==> src/rtl/codec_regif_pkg.sv <==
package codec_regif_pkg;
  localparam int NREG = 32;
  localparam int IDX_W = $clog2(NREG);

  localparam logic [1:0] PORT_INDEX = 2'd0;
  localparam logic [1:0] PORT_DATA  = 2'd1;
  localparam logic [1:0] PORT_STAT  = 2'd2;
  localparam logic [1:0] PORT_PIO   = 2'd3;

  localparam int IX_FMT   = 8;
  localparam int IX_IFC   = 9;
  localparam int IX_PIN   = 10;
  localparam int IX_CAL   = 11;
  localparam int IX_MODE  = 12;
  localparam int IX_CNTHI = 14;
  localparam int IX_CNTLO = 15;
  localparam int IX_AFS   = 24;

  localparam int MODE_BIT = 6;
  localparam int PMCE_BIT = 4;

  function automatic logic [7:0] reg_default(input int i);
    if ((i >= 2 && i <= 5) || i == 18 || i == 19) return 8'h88;
    if (i == 6 || i == 7)   return 8'h80;
    if (i == IX_IFC)        return 8'h08;
    if (i == IX_MODE)       return 8'h8A;
    if (i == 25 || i == 26) return 8'hA0;
    return 8'h00;
  endfunction

  function automatic logic write_locked(input int i);
    return (i == 22) || (i == 27) || (i == 29) || (i == IX_CAL);
  endfunction
endpackage

==> src/rtl/codec_index_reg.sv <==
module codec_index_reg #(
  parameter int CAL_W    = 2,
  parameter int CAL_LOAD = 1
) (
  input  logic       clk,
  input  logic       rst_n,
  input  logic       idx_wr,
  input  logic [7:0] wdata,
  input  logic       cal_arm,
  input  logic       cal_rd,
  output logic [6:0] idx_q,
  output logic       mce,
  output logic       cal_flag
);
  logic [CAL_W-1:0] cal_cnt;

  assign mce      = idx_q[6];
  assign cal_flag = (cal_cnt != '0);

  always_ff @(posedge clk) begin
    if (!rst_n) begin
      idx_q   <= 7'h40;
      cal_cnt <= '0;
    end else begin
      if (idx_wr) begin
        idx_q <= wdata[6:0];
        if (!mce && wdata[6] && cal_arm) cal_cnt <= CAL_W'(CAL_LOAD);
      end else if (cal_rd && cal_flag) begin
        cal_cnt <= cal_cnt - 1'b1;
      end
    end
  end
endmodule

==> src/rtl/codec_ireg_bank.sv <==
module codec_ireg_bank
  import codec_regif_pkg::*;
(
  input  logic             clk,
  input  logic             rst_n,
  input  logic             data_wr,
  input  logic [IDX_W-1:0] widx,
  input  logic [7:0]       wdata,
  input  logic             mce,
  input  logic             stat_clr,
  input  logic             done_set,
  output logic [7:0]       regs [NREG],
  output logic             pmce,
  output logic             pi_fall
);
  logic [7:0] nxt;
  logic       accept;

  assign pmce    = regs[IX_AFS][PMCE_BIT];
  assign pi_fall = data_wr && (int'(widx) == IX_AFS) && regs[IX_AFS][PMCE_BIT] && !wdata[PMCE_BIT];

  always_comb begin
    nxt    = wdata;
    accept = !write_locked(int'(widx));
    case (int'(widx))
      IX_FMT: begin
        if (mce)       nxt = wdata;
        else if (pmce) nxt = {wdata[7:4], regs[IX_FMT][3:0]};
        else           accept = 1'b0;
      end
      IX_IFC:  nxt = wdata & 8'hDF;
      IX_MODE: begin
        nxt = regs[IX_MODE];
        nxt[MODE_BIT] = wdata[MODE_BIT];
      end
      default: ;
    endcase
  end

  always_ff @(posedge clk) begin
    if (!rst_n) begin
      for (int i = 0; i < NREG; i++) regs[i] <= reg_default(i);
    end else begin
      if (data_wr && accept) regs[widx] <= nxt;
      if (stat_clr) regs[IX_AFS][6:4] <= 3'b000;
      if (done_set) regs[IX_AFS][PMCE_BIT] <= 1'b1;
    end
  end
endmodule

==> src/rtl/codec_status.sv <==
module codec_status (
  input  logic clk,
  input  logic rst_n,
  input  logic done_set,
  input  logic stat_clr,
  input  logic pi_fall,
  output logic int_q
);
  always_ff @(posedge clk) begin
    if (!rst_n)                    int_q <= 1'b0;
    else if (done_set)             int_q <= 1'b1;
    else if (stat_clr || pi_fall)  int_q <= 1'b0;
  end
endmodule

==> src/rtl/codec_regif.sv <==
module codec_regif
  import codec_regif_pkg::*;
(
  input  logic        clk,
  input  logic        rst_n,
  input  logic        wr_en,
  input  logic        rd_en,
  input  logic [1:0]  addr,
  input  logic [7:0]  wdata,
  output logic [7:0]  rdata,
  output logic        rd_valid,
  input  logic        play_done,
  output logic        irq,
  output logic [7:0]  fmt_cfg,
  output logic [7:0]  play_cfg,
  output logic [7:0]  pin_cfg,
  output logic [15:0] play_count
);
  logic [6:0]       idx_q;
  logic             mce, cal_flag, pmce, pi_fall, int_q;
  logic [7:0]       regs [NREG];
  logic [IDX_W-1:0] eff_idx;
  logic             idx_wr, data_wr, stat_clr, cal_rd;
  logic [7:0]       rd_mux;

  assign eff_idx  = regs[IX_MODE][MODE_BIT] ? idx_q[IDX_W-1:0]
                                            : {1'b0, idx_q[IDX_W-2:0]};
  assign idx_wr   = wr_en && (addr == PORT_INDEX);
  assign data_wr  = wr_en && (addr == PORT_DATA);
  assign stat_clr = wr_en && (addr == PORT_STAT);
  assign cal_rd   = rd_en && (addr == PORT_DATA) && (int'(eff_idx) == IX_CAL);

  codec_index_reg #(.CAL_W(2), .CAL_LOAD(1)) u_index (
    .clk(clk), .rst_n(rst_n), .idx_wr(idx_wr), .wdata(wdata),
    .cal_arm(regs[IX_IFC][4:3] != 2'b00), .cal_rd(cal_rd),
    .idx_q(idx_q), .mce(mce), .cal_flag(cal_flag)
  );

  codec_ireg_bank u_bank (
    .clk(clk), .rst_n(rst_n), .data_wr(data_wr), .widx(eff_idx),
    .wdata(wdata), .mce(mce), .stat_clr(stat_clr), .done_set(play_done),
    .regs(regs), .pmce(pmce), .pi_fall(pi_fall)
  );

  codec_status u_status (
    .clk(clk), .rst_n(rst_n), .done_set(play_done),
    .stat_clr(stat_clr), .pi_fall(pi_fall), .int_q(int_q)
  );

  always_comb begin
    case (addr)
      PORT_INDEX: rd_mux = {1'b0, idx_q};
      PORT_DATA:  rd_mux = regs[eff_idx] |
                           ((cal_flag && int'(eff_idx) == IX_CAL) ? 8'h20 : 8'h00);
      PORT_STAT:  rd_mux = {7'b0, int_q};
      default:    rd_mux = 8'h00;
    endcase
  end

  always_ff @(posedge clk) begin
    if (!rst_n) begin
      rdata    <= 8'h00;
      rd_valid <= 1'b0;
    end else begin
      rd_valid <= rd_en;
      if (rd_en) rdata <= rd_mux;
    end
  end

  assign irq        = int_q;
  assign fmt_cfg    = regs[IX_FMT];
  assign play_cfg   = regs[IX_IFC];
  assign pin_cfg    = regs[IX_PIN];
  assign play_count = {regs[IX_CNTHI], regs[IX_CNTLO]};
endmodule

==> config.mk <==
export PLATFORM = sky130hd
export DESIGN_NAME = codec_regif
export DESIGN_NICKNAME = d
export VERILOG_FILES = /design/src/rtl/codec_regif_pkg.sv /design/src/rtl/codec_index_reg.sv /design/src/rtl/codec_ireg_bank.sv /design/src/rtl/codec_status.sv /design/src/rtl/codec_regif.sv
export SDC_FILE = /design/constraint.sdc
export NUM_CORES = 1
export LEC_CHECK = 0
export CORE_UTILIZATION = 45
export DETAILED_ROUTE_END_ITERATION = 8
export DONT_BUFFER_PORTS = 1
export GPL_ROUTABILITY_DRIVEN = 1
export PLACE_DENSITY = 0.63
export RECOVER_POWER = 100
export SYNTH_ARGS = -nofsm -noshare
export SYNTH_HDL_FRONTEND = slang
export SYNTH_SLANG_ARGS = --single-unit
==> constraint.sdc <==
create_clock -name clk -period 6.4 [get_ports clk]
set_clock_uncertainty 0.1 [all_clocks]
set_input_delay 0.32 -clock clk [delete_from_list [all_inputs] [get_ports clk]]
set_output_delay 0.32 -clock clk [all_outputs]
set_load 0.005 [all_outputs]
==> results_dict.tcl <==
set metrics [dict create \
    cts_inserted_buffers 29 \
    yosys_register_bits 275 \
    fp.dieH_um 173 \
    global_route_usage_sum_pct 24.0 \
    antenna_cells_inserted 0 \
    power_frac_clock_pct 42.7 \
    max_stage_delay_ps 1310 \
    setup_crit_path_kind "reg2reg" \
    cts.sinks 275 \
    final_layout_size_suffix_gt1_share_pct 12.1 \
    status "finished, violations left" \
    startpoint_type "register" \
    layout.cells.most_common "nor2_1" \
    cts.path.max_buffers 3 \
    cts.reportedPaths.clkPinSlew_ps 60 \
    htreeDepth 1 \
    cts_repair_resize_count 0 \
    final_nets 1118 \
    drtIter0Drc 935 \
    num_vias 9285 \
    synth-seq-area-share_pct 49.3 \
    place_inst 1435 \
    postCtsSetupRepairBufs 0 \
    worst-path-max-fanout 18 \
    power_leakage_nw 4.30 \
    hold_depth 4 \
    cpMaxStageDelayCell "mux2i_1" \
    swShare_pct 23.6 \
    antenna_found_initial 1 \
    initial_core_util_pct 45.7 \
    die_w_um 173 \
    core_mm2 0.0287 \
    period_share_pct 74.8 \
    wirelength_um 36300 \
    finalWeightedCongestion 0.909 \
    cell_with_the_most_instances_on_the_worst_path "clkbuf_1" \
    final-setup-viol-count 0 \
    max-vdd-ir-drop_mv 0.192 \
    failed_checks "capacitance limit, slew limit" \
    timing.critical_path.max_delay_family "buffers and inverters" \
    pin_count_of_the_biggest_net_entering_global_routing 87 \
    worst-slew-pin-transition_ps 4130 \
    grt-ovfl-total 0 \
    ys_top_cells_by_area "dfxtp_1, edfxtp_1, mux4_2" \
    postCtsHoldBufs 20 \
    power.sequential.fraction_pct 51.3 \
    comb_power_share_pct 6.0 \
    wire_per_inst_um 24.2 \
    synth_top_cell_by_area "dfxtp_1" \
    path_cells "clkbuf_1 > inv_1 > nor3_1 > clkbuf_1 > mux2i_1 > buf_4 > a211oi_1" \
    internal_power_w 0.00282 \
    cp.depth 7 \
    layout.cells.most_common_list "nor2_1, dfxtp_1, a211oi_1, edfxtp_1, mux4_2" \
    synth_async_sr_flop_share_pct 0 \
    timing.slew.headroom_pct -175 \
    dpl.hpwl_um 22700 \
    ys_dominant_reg_cell "dfxtp_1" \
    mappedNetlistNets 1196 \
    ant_nets 0 \
    pin_count 65 \
    fmax_mhz 209 \
    cts_tree "done" \
    cts.root.buffer_cell "clkbuf_16" \
    avgViaCountPerCell 6.17 \
    design.die.area_mm2 0.0299 \
    report.final.slew_viol_count 274 \
    count_of_flip_flops_with_a_built_in_enable_after_synthesis 96 \
    rr_worst_depth 7 \
    ys_warn_count 0 \
    placement.io_buffers 0 \
    synth.cell_area_mm2 0.0131 \
    grt_pass1_vias 8845 \
    grt_first_pass_wirelength_um 56200 \
    synth_top_cell_area_share_pct 27.3 \
    area_growth_syn_to_layout_pct 5.05 \
    clock_latency_on_the_worst_skew_pair_ps 550 \
    power_switching_w 0.000870 \
    report.final.hold_viol_count 0 \
    final.setup.tns_ps 0 \
    endpoint_kind "register" \
    worstPathArrival_ps 4900 \
    timing.critical_path.required_ps 6520 \
    cellPowerDensity_mw_per_mm2 268 \
    syn-instance-count 1180 \
    route.detailed.drc 0 \
    maxCapViolations 7 \
    placementRows 62 \
    drt_pre_antenna_iters 5 \
    post_layout_nonfiller_instances 1505 \
    buffers_plus_inverters_on_the_worst_setup_path 4 \
    synth_cell_type_count 60 \
    postSynthAreaPerCell_um2 11.1 \
    grt_setup_unrepaired "no" \
    post-route-min-period_ps 4790 \
    hold_path.class "in2reg" \
]
logic make-up after synthesis:
logic type,synth area share (%)
compound gates,16.7
fa+ha+maj,0.0953
simple gates,12.4
flops,49.3
buf+inv,6.73
mux,14.8
tightest hold or removal path, delay by kind of cell:
family	cells	cell delay, ps
AO/OA/AOI/OAI	1	110
AND/OR/NAND/NOR	1	90
multiplexers	2	130
sequential cells by signal, indices dropped and copies added, names as in the netlist:
name	flops
rdata	8
rd_valid	1
u_index.cal_cnt	2
u_status.int_q	1
u_bank.regs	255
u_index.idx_q	7
u_bank.pmce	1
per-stage QoR:
| step | power (W) | area, um^2 | utilization [%] | setup slack [ps] | hold slack, ps |
|---|---|---|---|---|---|
| after floorplan | 0.00208 | 13100 | - | 2210 | 320 |
| after global placement | 0.00213 | 13000 | 45.3 | 2580 | 320 |
| after detailed placement | 0.00213 | 13000 | 45.3 | 2560 | 330 |
| after CTS | 0.00372 | 14100 | 49.2 | 2530 | 11.7 |
| after global routing | 0.00379 | 13800 | 48.0 | 1390 | 70.4 |
| final | 0.00369 | 13800 | 48.0 | 1610 | 45.9 |
path summary, 6_finish.rpt:
kind | start | endpoint | slack, ps
worst max-delay path | u_index.idx_q[2] | u_bank.regs[196] | 1610
worst min-delay path | addr[1] | rdata[0] | 50
worst max register to register | u_index.idx_q[2] | u_bank.regs[196] | 1610
worst min register to register | u_bank.regs[59] | u_bank.regs[59] | 360
cell type report:
| class | count | area, um^2 |
|---|---|---|
| Clock buffer | 43 | 832 |
| Clock inverter | 7 | 42.5 |
| Fill cell | 2584 | 14900 |
| Inverter | 18 | 68.8 |
| Multi-Input combinational cell | 739 | 5540 |
| Sequential cell | 275 | 6470 |
| Tap cell | 384 | 480 |
| Timing Repair Buffer | 39 | 348 |
cell usage after synthesis (all sizes together) (18+ instances only):
cell	instances
a211oi	162
and2	35
buf	91
clkbuf	57
dfxtp	179
edfxtp	96
inv	18
mux2i	49
mux4	64
nand2	27
nor2	229
o21ai	33
layer usage:
layer | up-vias | share of wire [%] | global-route usage, %
met5 | - | 0 | 0
met4 | 0 | 3.1 | 6.90
met3 | 74 | 8.2 | 4.86
met2 | 439 | 44 | 36.7
met1 | 4578 | 44 | 34.6
li1 | 4194 | - | -
power groups by stage:
stage / registers [W] / logic (W) / clock network (W)
2_1_floorplan: 0.00191 / 0.000169 / 0
3_3_place_gp: 0.00193 / 0.000202 / 0
3_5_place_dp: 0.00193 / 0.000203 / 0
4_1_cts: 0.00189 / 0.000229 / 0.00160
5_1_grt: 0.00190 / 0.000233 / 0.00166
6_report: 0.00189 / 0.000221 / 0.00158
(Power assumes the default switching activity.)
